File: src/rtl/bnu_pkg.sv
package bnu_pkg;

    localparam int ADDR_W = 16;
    localparam int DATA_W = 8;
    localparam int LEN_W  = 2;
    localparam int PAGE_W = 11;

    localparam logic [DATA_W-1:0] OPC_LONG   = 8'h02;
    localparam logic [4:0]        OPC_PAGE_L = 5'b00001;
    localparam logic [DATA_W-1:0] OPC_SHORT  = 8'h80;
    localparam logic [DATA_W-1:0] OPC_INDIR  = 8'h73;
    localparam logic [DATA_W-1:0] OPC_ACCZ   = 8'h60;
    localparam logic [DATA_W-1:0] OPC_ACCNZ  = 8'h70;
    localparam logic [DATA_W-1:0] OPC_CY     = 8'h40;
    localparam logic [DATA_W-1:0] OPC_NCY    = 8'h50;
    localparam logic [DATA_W-1:0] OPC_BSET   = 8'h20;
    localparam logic [DATA_W-1:0] OPC_BCLR   = 8'h30;
    localparam logic [DATA_W-1:0] OPC_DECR   = 8'hD8;
    localparam logic [DATA_W-1:0] OPC_DECB   = 8'hD5;
    localparam logic [DATA_W-1:0] OPC_CMPI   = 8'hB4;
    localparam logic [DATA_W-1:0] OPC_CMPB   = 8'hB5;

    typedef enum logic [3:0] {
        K_NONE, K_LONG, K_PAGE, K_SHORT, K_INDIR,
        K_ACCZ, K_ACCNZ, K_CY, K_NCY, K_BSET, K_BCLR,
        K_DECR, K_CMP
    } kind_e;

    typedef struct packed {
        logic [ADDR_W-1:0] next_pc;
        logic              taken;
        logic [LEN_W-1:0]  len;
        logic [DATA_W-1:0] cnt_new;
        logic              cnt_we;
        logic              carry_new;
        logic              carry_we;
    } result_t;

endpackage

File: src/rtl/bnu_decode.sv
module bnu_decode
    import bnu_pkg::*;
(
    input  logic [DATA_W-1:0] opcode_i,
    output kind_e             kind_o,
    output logic [LEN_W-1:0]  len_o,
    output logic              rel_op2_o,
    output logic              cmp_byte_o
);

    always_comb begin
        kind_o     = K_NONE;
        len_o      = LEN_W'(1);
        cmp_byte_o = 1'b0;
        if (opcode_i[4:0] == OPC_PAGE_L) begin
            kind_o = K_PAGE;
            len_o  = LEN_W'(2);
        end else begin
            unique case (opcode_i)
                OPC_LONG:  begin kind_o = K_LONG;  len_o = LEN_W'(3); end
                OPC_SHORT: begin kind_o = K_SHORT; len_o = LEN_W'(2); end
                OPC_INDIR: begin kind_o = K_INDIR; len_o = LEN_W'(1); end
                OPC_ACCZ:  begin kind_o = K_ACCZ;  len_o = LEN_W'(2); end
                OPC_ACCNZ: begin kind_o = K_ACCNZ; len_o = LEN_W'(2); end
                OPC_CY:    begin kind_o = K_CY;    len_o = LEN_W'(2); end
                OPC_NCY:   begin kind_o = K_NCY;   len_o = LEN_W'(2); end
                OPC_BSET:  begin kind_o = K_BSET;  len_o = LEN_W'(3); end
                OPC_BCLR:  begin kind_o = K_BCLR;  len_o = LEN_W'(3); end
                OPC_DECR:  begin kind_o = K_DECR;  len_o = LEN_W'(2); end
                OPC_DECB:  begin kind_o = K_DECR;  len_o = LEN_W'(3); end
                OPC_CMPI:  begin kind_o = K_CMP;   len_o = LEN_W'(3); end
                OPC_CMPB:  begin kind_o = K_CMP;   len_o = LEN_W'(3); cmp_byte_o = 1'b1; end
                default:   begin kind_o = K_NONE;  len_o = LEN_W'(1); end
            endcase
        end
    end

    // Relative offsets sit in the last operand byte of the instruction.
    assign rel_op2_o = (len_o == LEN_W'(3));

endmodule

File: src/rtl/bnu_target.sv
module bnu_target
    import bnu_pkg::*;
(
    input  logic [ADDR_W-1:0] pc_i,
    input  logic [LEN_W-1:0]  len_i,
    input  logic [2:0]        page_sel_i,
    input  logic [DATA_W-1:0] op1_i,
    input  logic [DATA_W-1:0] op2_i,
    input  logic              rel_op2_i,
    input  logic [DATA_W-1:0] acc_i,
    input  logic [ADDR_W-1:0] ptr_i,
    output logic [ADDR_W-1:0] seq_o,
    output logic [ADDR_W-1:0] rel_o,
    output logic [ADDR_W-1:0] long_o,
    output logic [ADDR_W-1:0] page_o,
    output logic [ADDR_W-1:0] indir_o
);

    localparam int HI_W = ADDR_W - PAGE_W;

    logic [DATA_W-1:0] rel_byte;
    logic [ADDR_W-1:0] rel_ext;
    logic [ADDR_W-1:0] pc_p2;

    assign rel_byte = rel_op2_i ? op2_i : op1_i;
    assign rel_ext  = {{(ADDR_W-DATA_W){rel_byte[DATA_W-1]}}, rel_byte};

    assign seq_o   = pc_i + {{(ADDR_W-LEN_W){1'b0}}, len_i};
    assign rel_o   = seq_o + rel_ext;
    assign long_o  = {op1_i, op2_i};
    assign pc_p2   = pc_i + ADDR_W'(2);
    assign page_o  = {pc_p2[ADDR_W-1 -: HI_W], page_sel_i, op1_i};
    assign indir_o = ptr_i + {{(ADDR_W-DATA_W){1'b0}}, acc_i};

endmodule

File: src/rtl/bnu_cond.sv
module bnu_cond
    import bnu_pkg::*;
(
    input  kind_e             kind_i,
    input  logic [DATA_W-1:0] acc_i,
    input  logic              carry_i,
    input  logic              bit_i,
    input  logic [DATA_W-1:0] cnt_i,
    input  logic [DATA_W-1:0] cmp_other_i,
    output logic              take_o,
    output logic [DATA_W-1:0] cnt_new_o,
    output logic              cnt_we_o,
    output logic              carry_new_o,
    output logic              carry_we_o
);

    logic [DATA_W-1:0] dec_val;
    logic              acc_zero;
    logic              acc_below;

    assign dec_val   = cnt_i - DATA_W'(1);
    assign acc_zero  = (acc_i == '0);
    assign acc_below = (acc_i < cmp_other_i);

    always_comb begin
        take_o      = 1'b0;
        cnt_new_o   = '0;
        cnt_we_o    = 1'b0;
        carry_new_o = 1'b0;
        carry_we_o  = 1'b0;
        unique case (kind_i)
            K_ACCZ:  take_o = acc_zero;
            K_ACCNZ: take_o = !acc_zero;
            K_CY:    take_o = carry_i;
            K_NCY:   take_o = !carry_i;
            K_BSET:  take_o = bit_i;
            K_BCLR:  take_o = !bit_i;
            K_DECR: begin
                cnt_new_o = dec_val;
                cnt_we_o  = 1'b1;
                take_o    = (dec_val != '0);
            end
            K_CMP: begin
                take_o      = (acc_i != cmp_other_i);
                carry_new_o = acc_below;
                carry_we_o  = 1'b1;
            end
            default: take_o = 1'b0;
        endcase
    end

endmodule

File: src/rtl/bnu_next_pc.sv
module bnu_next_pc
    import bnu_pkg::*;
(
    input  logic              clk,
    input  logic              rst_n,
    input  logic [ADDR_W-1:0] pc_i,
    input  logic [DATA_W-1:0] opcode_i,
    input  logic [DATA_W-1:0] op1_i,
    input  logic [DATA_W-1:0] op2_i,
    input  logic [DATA_W-1:0] acc_i,
    input  logic              carry_i,
    input  logic [ADDR_W-1:0] ptr_i,
    input  logic [DATA_W-1:0] byte_i,
    input  logic              bit_i,
    output logic [ADDR_W-1:0] next_pc_o,
    output logic              taken_o,
    output logic [LEN_W-1:0]  len_o,
    output logic [DATA_W-1:0] cnt_o,
    output logic              cnt_we_o,
    output logic              carry_o,
    output logic              carry_we_o
);

    kind_e             kind;
    logic [LEN_W-1:0]  len;
    logic              rel_op2;
    logic              cmp_byte;
    logic [ADDR_W-1:0] tgt_seq, tgt_rel, tgt_long, tgt_page, tgt_indir;
    logic              take;
    logic [DATA_W-1:0] cnt_new;
    logic              cnt_we, carry_new, carry_we;
    logic [DATA_W-1:0] cmp_other;

    result_t res_d, res_q;

    bnu_decode i_decode (
        .opcode_i   (opcode_i),
        .kind_o     (kind),
        .len_o      (len),
        .rel_op2_o  (rel_op2),
        .cmp_byte_o (cmp_byte)
    );

    bnu_target i_target (
        .pc_i       (pc_i),
        .len_i      (len),
        .page_sel_i (opcode_i[7:5]),
        .op1_i      (op1_i),
        .op2_i      (op2_i),
        .rel_op2_i  (rel_op2),
        .acc_i      (acc_i),
        .ptr_i      (ptr_i),
        .seq_o      (tgt_seq),
        .rel_o      (tgt_rel),
        .long_o     (tgt_long),
        .page_o     (tgt_page),
        .indir_o    (tgt_indir)
    );

    assign cmp_other = cmp_byte ? byte_i : op1_i;

    bnu_cond i_cond (
        .kind_i      (kind),
        .acc_i       (acc_i),
        .carry_i     (carry_i),
        .bit_i       (bit_i),
        .cnt_i       (byte_i),
        .cmp_other_i (cmp_other),
        .take_o      (take),
        .cnt_new_o   (cnt_new),
        .cnt_we_o    (cnt_we),
        .carry_new_o (carry_new),
        .carry_we_o  (carry_we)
    );

    always_comb begin
        res_d           = '0;
        res_d.len       = len;
        res_d.next_pc   = tgt_seq;
        res_d.cnt_new   = cnt_new;
        res_d.cnt_we    = cnt_we;
        res_d.carry_new = carry_new;
        res_d.carry_we  = carry_we;
        unique case (kind)
            K_NONE:  res_d.taken = 1'b0;
            K_LONG:  begin res_d.taken = 1'b1; res_d.next_pc = tgt_long;  end
            K_PAGE:  begin res_d.taken = 1'b1; res_d.next_pc = tgt_page;  end
            K_SHORT: begin res_d.taken = 1'b1; res_d.next_pc = tgt_rel;   end
            K_INDIR: begin res_d.taken = 1'b1; res_d.next_pc = tgt_indir; end
            default: begin
                res_d.taken   = take;
                res_d.next_pc = take ? tgt_rel : tgt_seq;
            end
        endcase
    end

    always_ff @(posedge clk) begin
        if (!rst_n) res_q <= '0;
        else        res_q <= res_d;
    end

    assign next_pc_o  = res_q.next_pc;
    assign taken_o    = res_q.taken;
    assign len_o      = res_q.len;
    assign cnt_o      = res_q.cnt_new;
    assign cnt_we_o   = res_q.cnt_we;
    assign carry_o    = res_q.carry_new;
    assign carry_we_o = res_q.carry_we;

    AST_RESET_CLEAR: assert property (@(posedge clk)
        $past(!rst_n) |-> (res_q == '0));

    AST_LONG_TARGET: assert property (@(posedge clk) disable iff (!rst_n)
        ($past(rst_n) && $past(opcode_i) == OPC_LONG)
        |-> (taken_o && next_pc_o == {$past(op1_i), $past(op2_i)}));

    AST_DEC_DECISION: assert property (@(posedge clk) disable iff (!rst_n)
        cnt_we_o |-> (taken_o == (cnt_o != '0)));

    AST_CARRY_TAKEN: assert property (@(posedge clk) disable iff (!rst_n)
        (carry_we_o && carry_o) |-> (taken_o && len_o == LEN_W'(3)));

    AST_ONE_WRITE: assert property (@(posedge clk) disable iff (!rst_n)
        $onehot0({cnt_we_o, carry_we_o}));

    AST_FALLTHROUGH: assert property (@(posedge clk) disable iff (!rst_n)
        ($past(rst_n) && !taken_o)
        |-> (next_pc_o == $past(pc_i) + {{(ADDR_W-LEN_W){1'b0}}, len_o}));

    AST_LEN_VALID: assert property (@(posedge clk) disable iff (!rst_n)
        $past(rst_n) |-> (len_o != '0));

endmodule

File: config.mk
export PLATFORM = sky130hd
export DESIGN_NAME = bnu_next_pc
export DESIGN_NICKNAME = d
export VERILOG_FILES = /design/src/rtl/bnu_pkg.sv /design/src/rtl/bnu_decode.sv /design/src/rtl/bnu_target.sv /design/src/rtl/bnu_cond.sv /design/src/rtl/bnu_next_pc.sv
export SDC_FILE = /design/constraint.sdc
export NUM_CORES = 1
export LEC_CHECK = 0
export BUFFER_PORTS_ARGS = -buffer_cell sky130_fd_sc_hd__buf_2
export CAP_MARGIN = 0
export CORE_MARGIN = 5
export CORE_UTILIZATION = 40
export CTS_CLUSTER_DIAMETER = 40
export CTS_CLUSTER_SIZE = 30
export DETAILED_ROUTE_END_ITERATION = 8
export SKIP_LAST_GASP = 1
export SYNTH_ARGS = -nofsm -noshare
export SYNTH_HDL_FRONTEND = slang
export SYNTH_SLANG_ARGS = --single-unit
File: constraint.sdc
create_clock -name clk -period 5.5 [get_ports clk]
set_clock_uncertainty 0.15 [all_clocks]
set_input_delay 0.55 -clock clk [delete_from_list [all_inputs] [get_ports clk]]
set_output_delay 0.55 -clock clk [all_outputs]
set_load 0.005 [all_outputs]
# After elaboration in Yosys (flattened, before gate mapping)
# Cells that the tools add are included.
dict set report totals {
  out_inout_bits 30
  input_bits 76
  ff_bits 30
  latchBits 0
  ram_bits 0
  romBits 0
  mem_count 0
}
dict set report classes {
  add_sub_neg 5
  n_div 0
  n_bitwise 0
  n_eq_ne 28
  n_lt_le_gt_ge 1
  mul 0
  n_reduce_logical 13
  shift 0
  mux 14
}
# op count
set op_table {}
lappend op_table {{one-hot mux 16 bit (5 select lines)} 1}
lappend op_table {{one-hot mux 4 bit (11 select lines)} 1}
lappend op_table {{== test 8 x 7 -> 1 bit (second input constant)} 5}
lappend op_table {{== test 8 bit (second input constant)} 5}
lappend op_table {{== test 4 bit (second input constant)} 5}
lappend op_table {{adder 16 bit} 1}
lappend op_table {{adder 16 x 2 -> 16 bit} 1}
lappend op_table {{adder 16 x 2 -> 16 bit (second input constant)} 1}
lappend op_table {{adder 16 x 8 -> 16 bit} 1}
lappend op_table {{== test 4 x 3 -> 1 bit (second input constant)} 4}
lappend op_table {{== test 8 x 6 -> 1 bit (second input constant)} 2}
lappend op_table {{two-way mux 16 bit} 1}
lappend op_table {{two-way mux 8 bit} 2}
lappend op_table {{OR reduction 6 bit} 2}
lappend op_table {{== test 4 x 2 -> 1 bit (second input constant)} 2}
lappend op_table {{== test 8 x 2 -> 1 bit (second input constant)} 1}
lappend op_table {{logical NOT 8 bit} 1}
lappend op_table {{less-than comparator 8 bit} 1}
lappend op_table {{!= test 8 bit} 1}
lappend op_table {{one-hot mux 1 bit (8 select lines)} 1}
lappend op_table {{nonzero test 8 bit} 1}
lappend op_table {{subtractor 8 x 1 -> 8 bit (second input constant)} 1}
lappend op_table {{== test 5 x 1 -> 1 bit (second input constant)} 1}
lappend op_table {{== test 4 x 1 -> 1 bit (second input constant)} 1}
lappend op_table {{11 further kinds} 18}

# Depth between registers and ports, before layout
dict set report depth {
  word_depth 9
  depth_mapped 21
  mapped_depth_nobuf 20
}

# Cells and area by module
# From an unflattened synthesis, not the netlist that was laid out.
dict set report hier_totals {
  cells_unflattened 671
  hier_area_um2 5052.3
}
# module cells_each seq_area_each_um2 area_each_um2 n_inst
set modules_own_cells {}
lappend modules_own_cells {bnu_target 300 0.0 2229.6 1}
lappend modules_own_cells {bnu_next_pc 231 600.6 1931.9 1}
lappend modules_own_cells {bnu_cond 90 0.0 593.1 1}
lappend modules_own_cells {bnu_decode 50 0.0 297.8 1}

# Worst setup path before layout
# OpenSTA, ideal clock, no wires.
dict set report synth_timing {
  path_kind {input to register}
  start {input opcode_i[1]}
  end {register res_q, in the netlist next_pc_o[14]}
  arrival_time_ns 4.668
  path_stages 20
  slack_ns 0.562
  n_path_buf 1
  path_cell_list {clkbuf_1 nor3b_1 nand4_1 o21ai_0 nor3_2 nand2_1 ha_1 a21o_1 nand2_1 or2_2 xor2_1 inv_1 ha_1 a2111oi_0 a2bb2oi_1 a221oi_1 a21oi_1 mux2i_1 o221ai_1 o31a_1}
}
dict set report synth_between {
  elab_chain_len 9
}
# item line_no
set synth_rtl {}
lappend synth_rtl {{from (decl)} bnu_next_pc.sv:7} ;# input logic [DATA_W-1:0] opcode_i,
lappend synth_rtl {{== test 8 x 2 -> 1 bit (tied with other cells)} bnu_decode.sv:19} ;# unique case (opcode_i)
lappend synth_rtl {{OR reduction 6 bit (no line)} n/a}
lappend synth_rtl {{one-hot mux 2 bit (2 select lines)} bnu_decode.sv:19}
lappend synth_rtl {{two-way mux 2 bit *} bnu_decode.sv:15} ;# if (opcode_i[4:0] == OPC_PAGE_L) begin
lappend synth_rtl {{via i_decode.len_o[1]} bnu_decode.sv:6} ;# output logic [LEN_W-1:0] len_o,
lappend synth_rtl {{parallel branches: the longest is 4 deep, another holds adder 16 x 2 -> 16 bit} n/a}
lappend synth_rtl {{one-hot mux 16 bit (5 select lines) *} bnu_next_pc.sv:84} ;# unique case (kind)
lappend synth_rtl {{to (signal assigned)} bnu_next_pc.sv:99} ;# else res_q <= res_d;
lappend synth_rtl {{to (decl)} bnu_next_pc.sv:34} ;# result_t res_d, res_q;
# Mark *: on every way through the listed nets, which the timed path passes.
# A chain may end at the register's enable or synchronous reset.

# Worst setup path in the final report
dict set report layout_timing {
  start {input opcode_i[7]}
  end {register res_q, in the netlist next_pc_o[14]}
}
dict set report layout_between {
  elab_chain_len 9
}
# item line_no
set layout_rtl {}
lappend layout_rtl {{== test 8 x 2 -> 1 bit (tied with other cells)} bnu_decode.sv:19}
lappend layout_rtl {{OR reduction 6 bit (no line)} n/a}
lappend layout_rtl {{one-hot mux 2 bit (2 select lines) *} bnu_decode.sv:19}
lappend layout_rtl {{two-way mux 2 bit *} bnu_decode.sv:15}
lappend layout_rtl {{via i_decode.len_o[0]} bnu_decode.sv:6}
lappend layout_rtl {{parallel branches: the longest is 4 deep, another holds adder 16 x 2 -> 16 bit} n/a}
lappend layout_rtl {{one-hot mux 16 bit (5 select lines) *} bnu_next_pc.sv:84}
# Marked as above.

==> results.sh <==
export IMPL_multi_input_area_mm2=0.00314
export IMPL_final_cell_area_mm2=0.00467
export IMPL_synthTopCellsByArea="dfxtp_1 (15%), ha_1 (11%), xnor2_1 (7.1%), a21oi_1 (4.2%), nand2_1 (4.2%)"
export IMPL_relSlewSlack_pct=44.2
export IMPL_fin_util_pct=48.2
export IMPL_p_sw_uw=300
export IMPL_synth_compound_area_share_pct=26.0
export IMPL_grt_pass1_wl_um=21700
export IMPL_endpoint_kind="flop"
export IMPL_yosys_warnings=0
export IMPL_worstPathMaxFanout=8
export IMPL_core_rowCount=36
export IMPL_grt_max_degree=17
export IMPL_synth_mux_area_share_pct=4.30
export IMPL_power_frac_comb_pct=44.7
export IMPL_seqCellArea_um2=601
export IMPL_setup_tns_final_ps=0
export IMPL_core_mm2=0.00968
export IMPL_clockBufferDepth=2
export IMPL_synth_seq_area_share_pct=15.3
export IMPL_fmax_mhz=191
export IMPL_finalPower_uw=779
export IMPL_htree_levels=2
export IMPL_clkPwrFrac_pct=25.6
export IMPL_clkSinkCount=30
export IMPL_cts_buffers=5
export IMPL_min_period_over_period_pct=95.1
export IMPL_crit_required_ps=5540
export IMPL_hold_path_class="in -> reg"
export IMPL_finalSetupViolCount=0
export IMPL_place_hpwl_um=11300
export IMPL_pwr_share_seq_pct=29.7
export IMPL_ant_nets=0
export IMPL_status="complete, no violations"
export IMPL_synthAdderAreaFrac_pct=13.0
export IMPL_grt_util_all_layers_pct=23.0
export IMPL_layout_nets=727
export IMPL_internal_power_uw=479
export IMPL_die_area_mm2=0.0119
export IMPL_synth_top_family_by_area="compound AO/OA/AOI/OAI gates"
export IMPL_max_slew_worst_pin_slew_ps=830
export IMPL_cts_hold_buf=0
export IMPL_layout_commonest_cell="buf_2"
export IMPL_synth_top_cell_area_share_pct=15.3
export IMPL_rsz0062_at_grt="false"
export IMPL_period_needed_ps=5230
export IMPL_startpoint_type="primary input"
export IMPL_drt_iter0_markers=374
export IMPL_final_cell_mix="buf_2 (105), nand2_1 (44), nor2_1 (44)"
export IMPL_finalMaxSlewViolations=0
export IMPL_die_h_um=109
export IMPL_drc=0
export IMPL_synthCells=514
export IMPL_place_area_mm2=0.00457
export IMPL_yosys_area_top_type="dfxtp_1"
export IMPL_clkSlewWorstSetupHoldPaths_ps=80
export IMPL_antenna_found_initial=0
export IMPL_io_pins=106
export IMPL_grt_pass1_vias=4243
export IMPL_synthesis_nets=629
export IMPL_hold_worst_slack_ps=374
export IMPL_p_per_area_mw_per_mm2=167
export IMPL_dr_total_vias=4423
export IMPL_firstDrtPassIters=6
export IMPL_clockRootBuffer="clkbuf_8"
export IMPL_max_vdd_ir_drop_v=0.0000872
export IMPL_ys_ff_latch=30
export IMPL_async_flop_share_pct=0
export IMPL_synthSimpleGateAreaFrac_pct=25.3
export IMPL_hold_viol_final=0
export IMPL_initial_core_util_pct=40.5
export IMPL_syn_to_final_growth_pct=19.1
export IMPL_cts_tree="yes"
export IMPL_sw_frac_of_total_pct=38.5
export IMPL_num_fill_cells=1002
export IMPL_via_per_inst=5.93
export IMPL_synth_xor_area_share_pct=11.2
export IMPL_crit_type="in -> reg"
export IMPL_synth_edf_count=0
export IMPL_synthesis_area_mm2=0.00392
export IMPL_gp_routability_congestion=0.963
export IMPL_die_x_um=109
export IMPL_avgSynthCellArea_um2=7.63
export IMPL_cp_arrival_ps=5270
export IMPL_drive_above_1_share_pct=23.2
export IMPL_wl_um=13900
export IMPL_grt_overflow_total=0
export IMPL_ys_types=65
export IMPL_wire_per_inst_um=18.6
export IMPL_ys_flop_type="dfxtp_1"
export IMPL_leakage_nw=2.14
export IMPL_diodes=0
export IMPL_port_buffer_count=105
export IMPL_cap_violations=0
[sequential cells by signal, summed over array words and instances (netlist names)]
| signal | flops |
|---|---|
| carry_o | 1 |
| len_o | 2 |
| cnt_o | 8 |
| next_pc_o | 16 |
| cnt_we_o | 1 |
| carry_we_o | 1 |
| taken_o | 1 |
[final cells by class]
| type | instances | area share, % |
|---|---|---|
| Clock buffer | 6 | 1.77 |
| Inverter | 25 | 2.01 |
| Timing Repair Buffer | 112 | 12.4 |
| Clock inverter | 2 | 0.268 |
| Tap cell | 133 | 3.56 |
| Sequential cell | 30 | 12.9 |
| Multi-Input combinational cell | 438 | 67.2 |
[synthesized netlist by cell type, types with 6 or more instances]
library cell,instances
a21oi_1,33
a222oi_1,13
a31oi_1,10
and3_1,8
clkbuf_1,13
dfxtp_1,30
ha_1,36
inv_1,25
mux2_2,7
mux2i_1,9
nand2_1,44
nand3_1,23
nand4_1,9
nor2_1,44
nor2b_1,8
nor3_1,12
nor4_1,7
o21a_1,8
o21ai_0,21
or2_2,6
xnor2_1,32
xor2_1,18
[power by group through the flow]
stage               clock network, mW  logic [mW]  registers [mW]
floorplan                           0       0.223           0.238
global placement                    0       0.340           0.236
detailed placement                  0       0.342           0.237
CTS                             0.200       0.344           0.232
global route                    0.208       0.385           0.232
finish                          0.199       0.349           0.231
[stage by stage]
stage | std cells | setup WS [ps]
2_1_floorplan | 514 | 562
3_3_place_gp | 738 | 200
3_5_place_dp | 738 | 59.7
4_1_cts | 746 | 362
5_1_grt | 746 | 26.4
6_report | 746 | 269
[timing repair]
action | 4_1_cts | 5_1_grt
gates resized for setup | 0 | 2
setup buffers | 0 | 0
endpoints found under the setup margin | 0 | 1
[per-layer routing]
metal  track usage, %  wire length, um  part of all wire (%)  vias up
met4             6.40              259                   1.9        0
met1             30.3             5990                    43     2058
li1                 -                -                     -     2141
met2             39.1             6470                    47      206
met5                0                0                     0        -
met3             3.32             1150                   8.3       18
[path summary, 6_finish.rpt]
| kind | from | endpoint | slack, ps | cells past startpoint |
|---|---|---|---|---|
| setup / recovery | opcode_i[7] | next_pc_o[14]$_SDFF_PN0_ | 270 | 19 |
| hold / removal | byte_i[0] | cnt_o[0]$_SDFF_PN0_ | 370 | 2 |
[cell families after synthesis]
group,count (synthesis)
buffers and inverters,46
adders and majority gates,39
DFF,30
muxes,16
and+or+nand+nor,190
AOI/OAI and AO/OA,143
xor gates and xnor gates,50
[critical path: stages]
cell and delay [ps]:
buf_2 150, or4b_1 580, or3_1 340, and3_1 240, nand2_1 120, inv_1 80, fa_1 440, nor2b_1 230
nor2b_1 270, nand4_1 140, xnor2_1 390, ha_1 360, and4_1 220, a221oi_1 320, buf_4 190, a21oi_1 70
mux2i_1 160, o221ai_1 130, o31a_1 310
(Power assumes the default switching activity.)
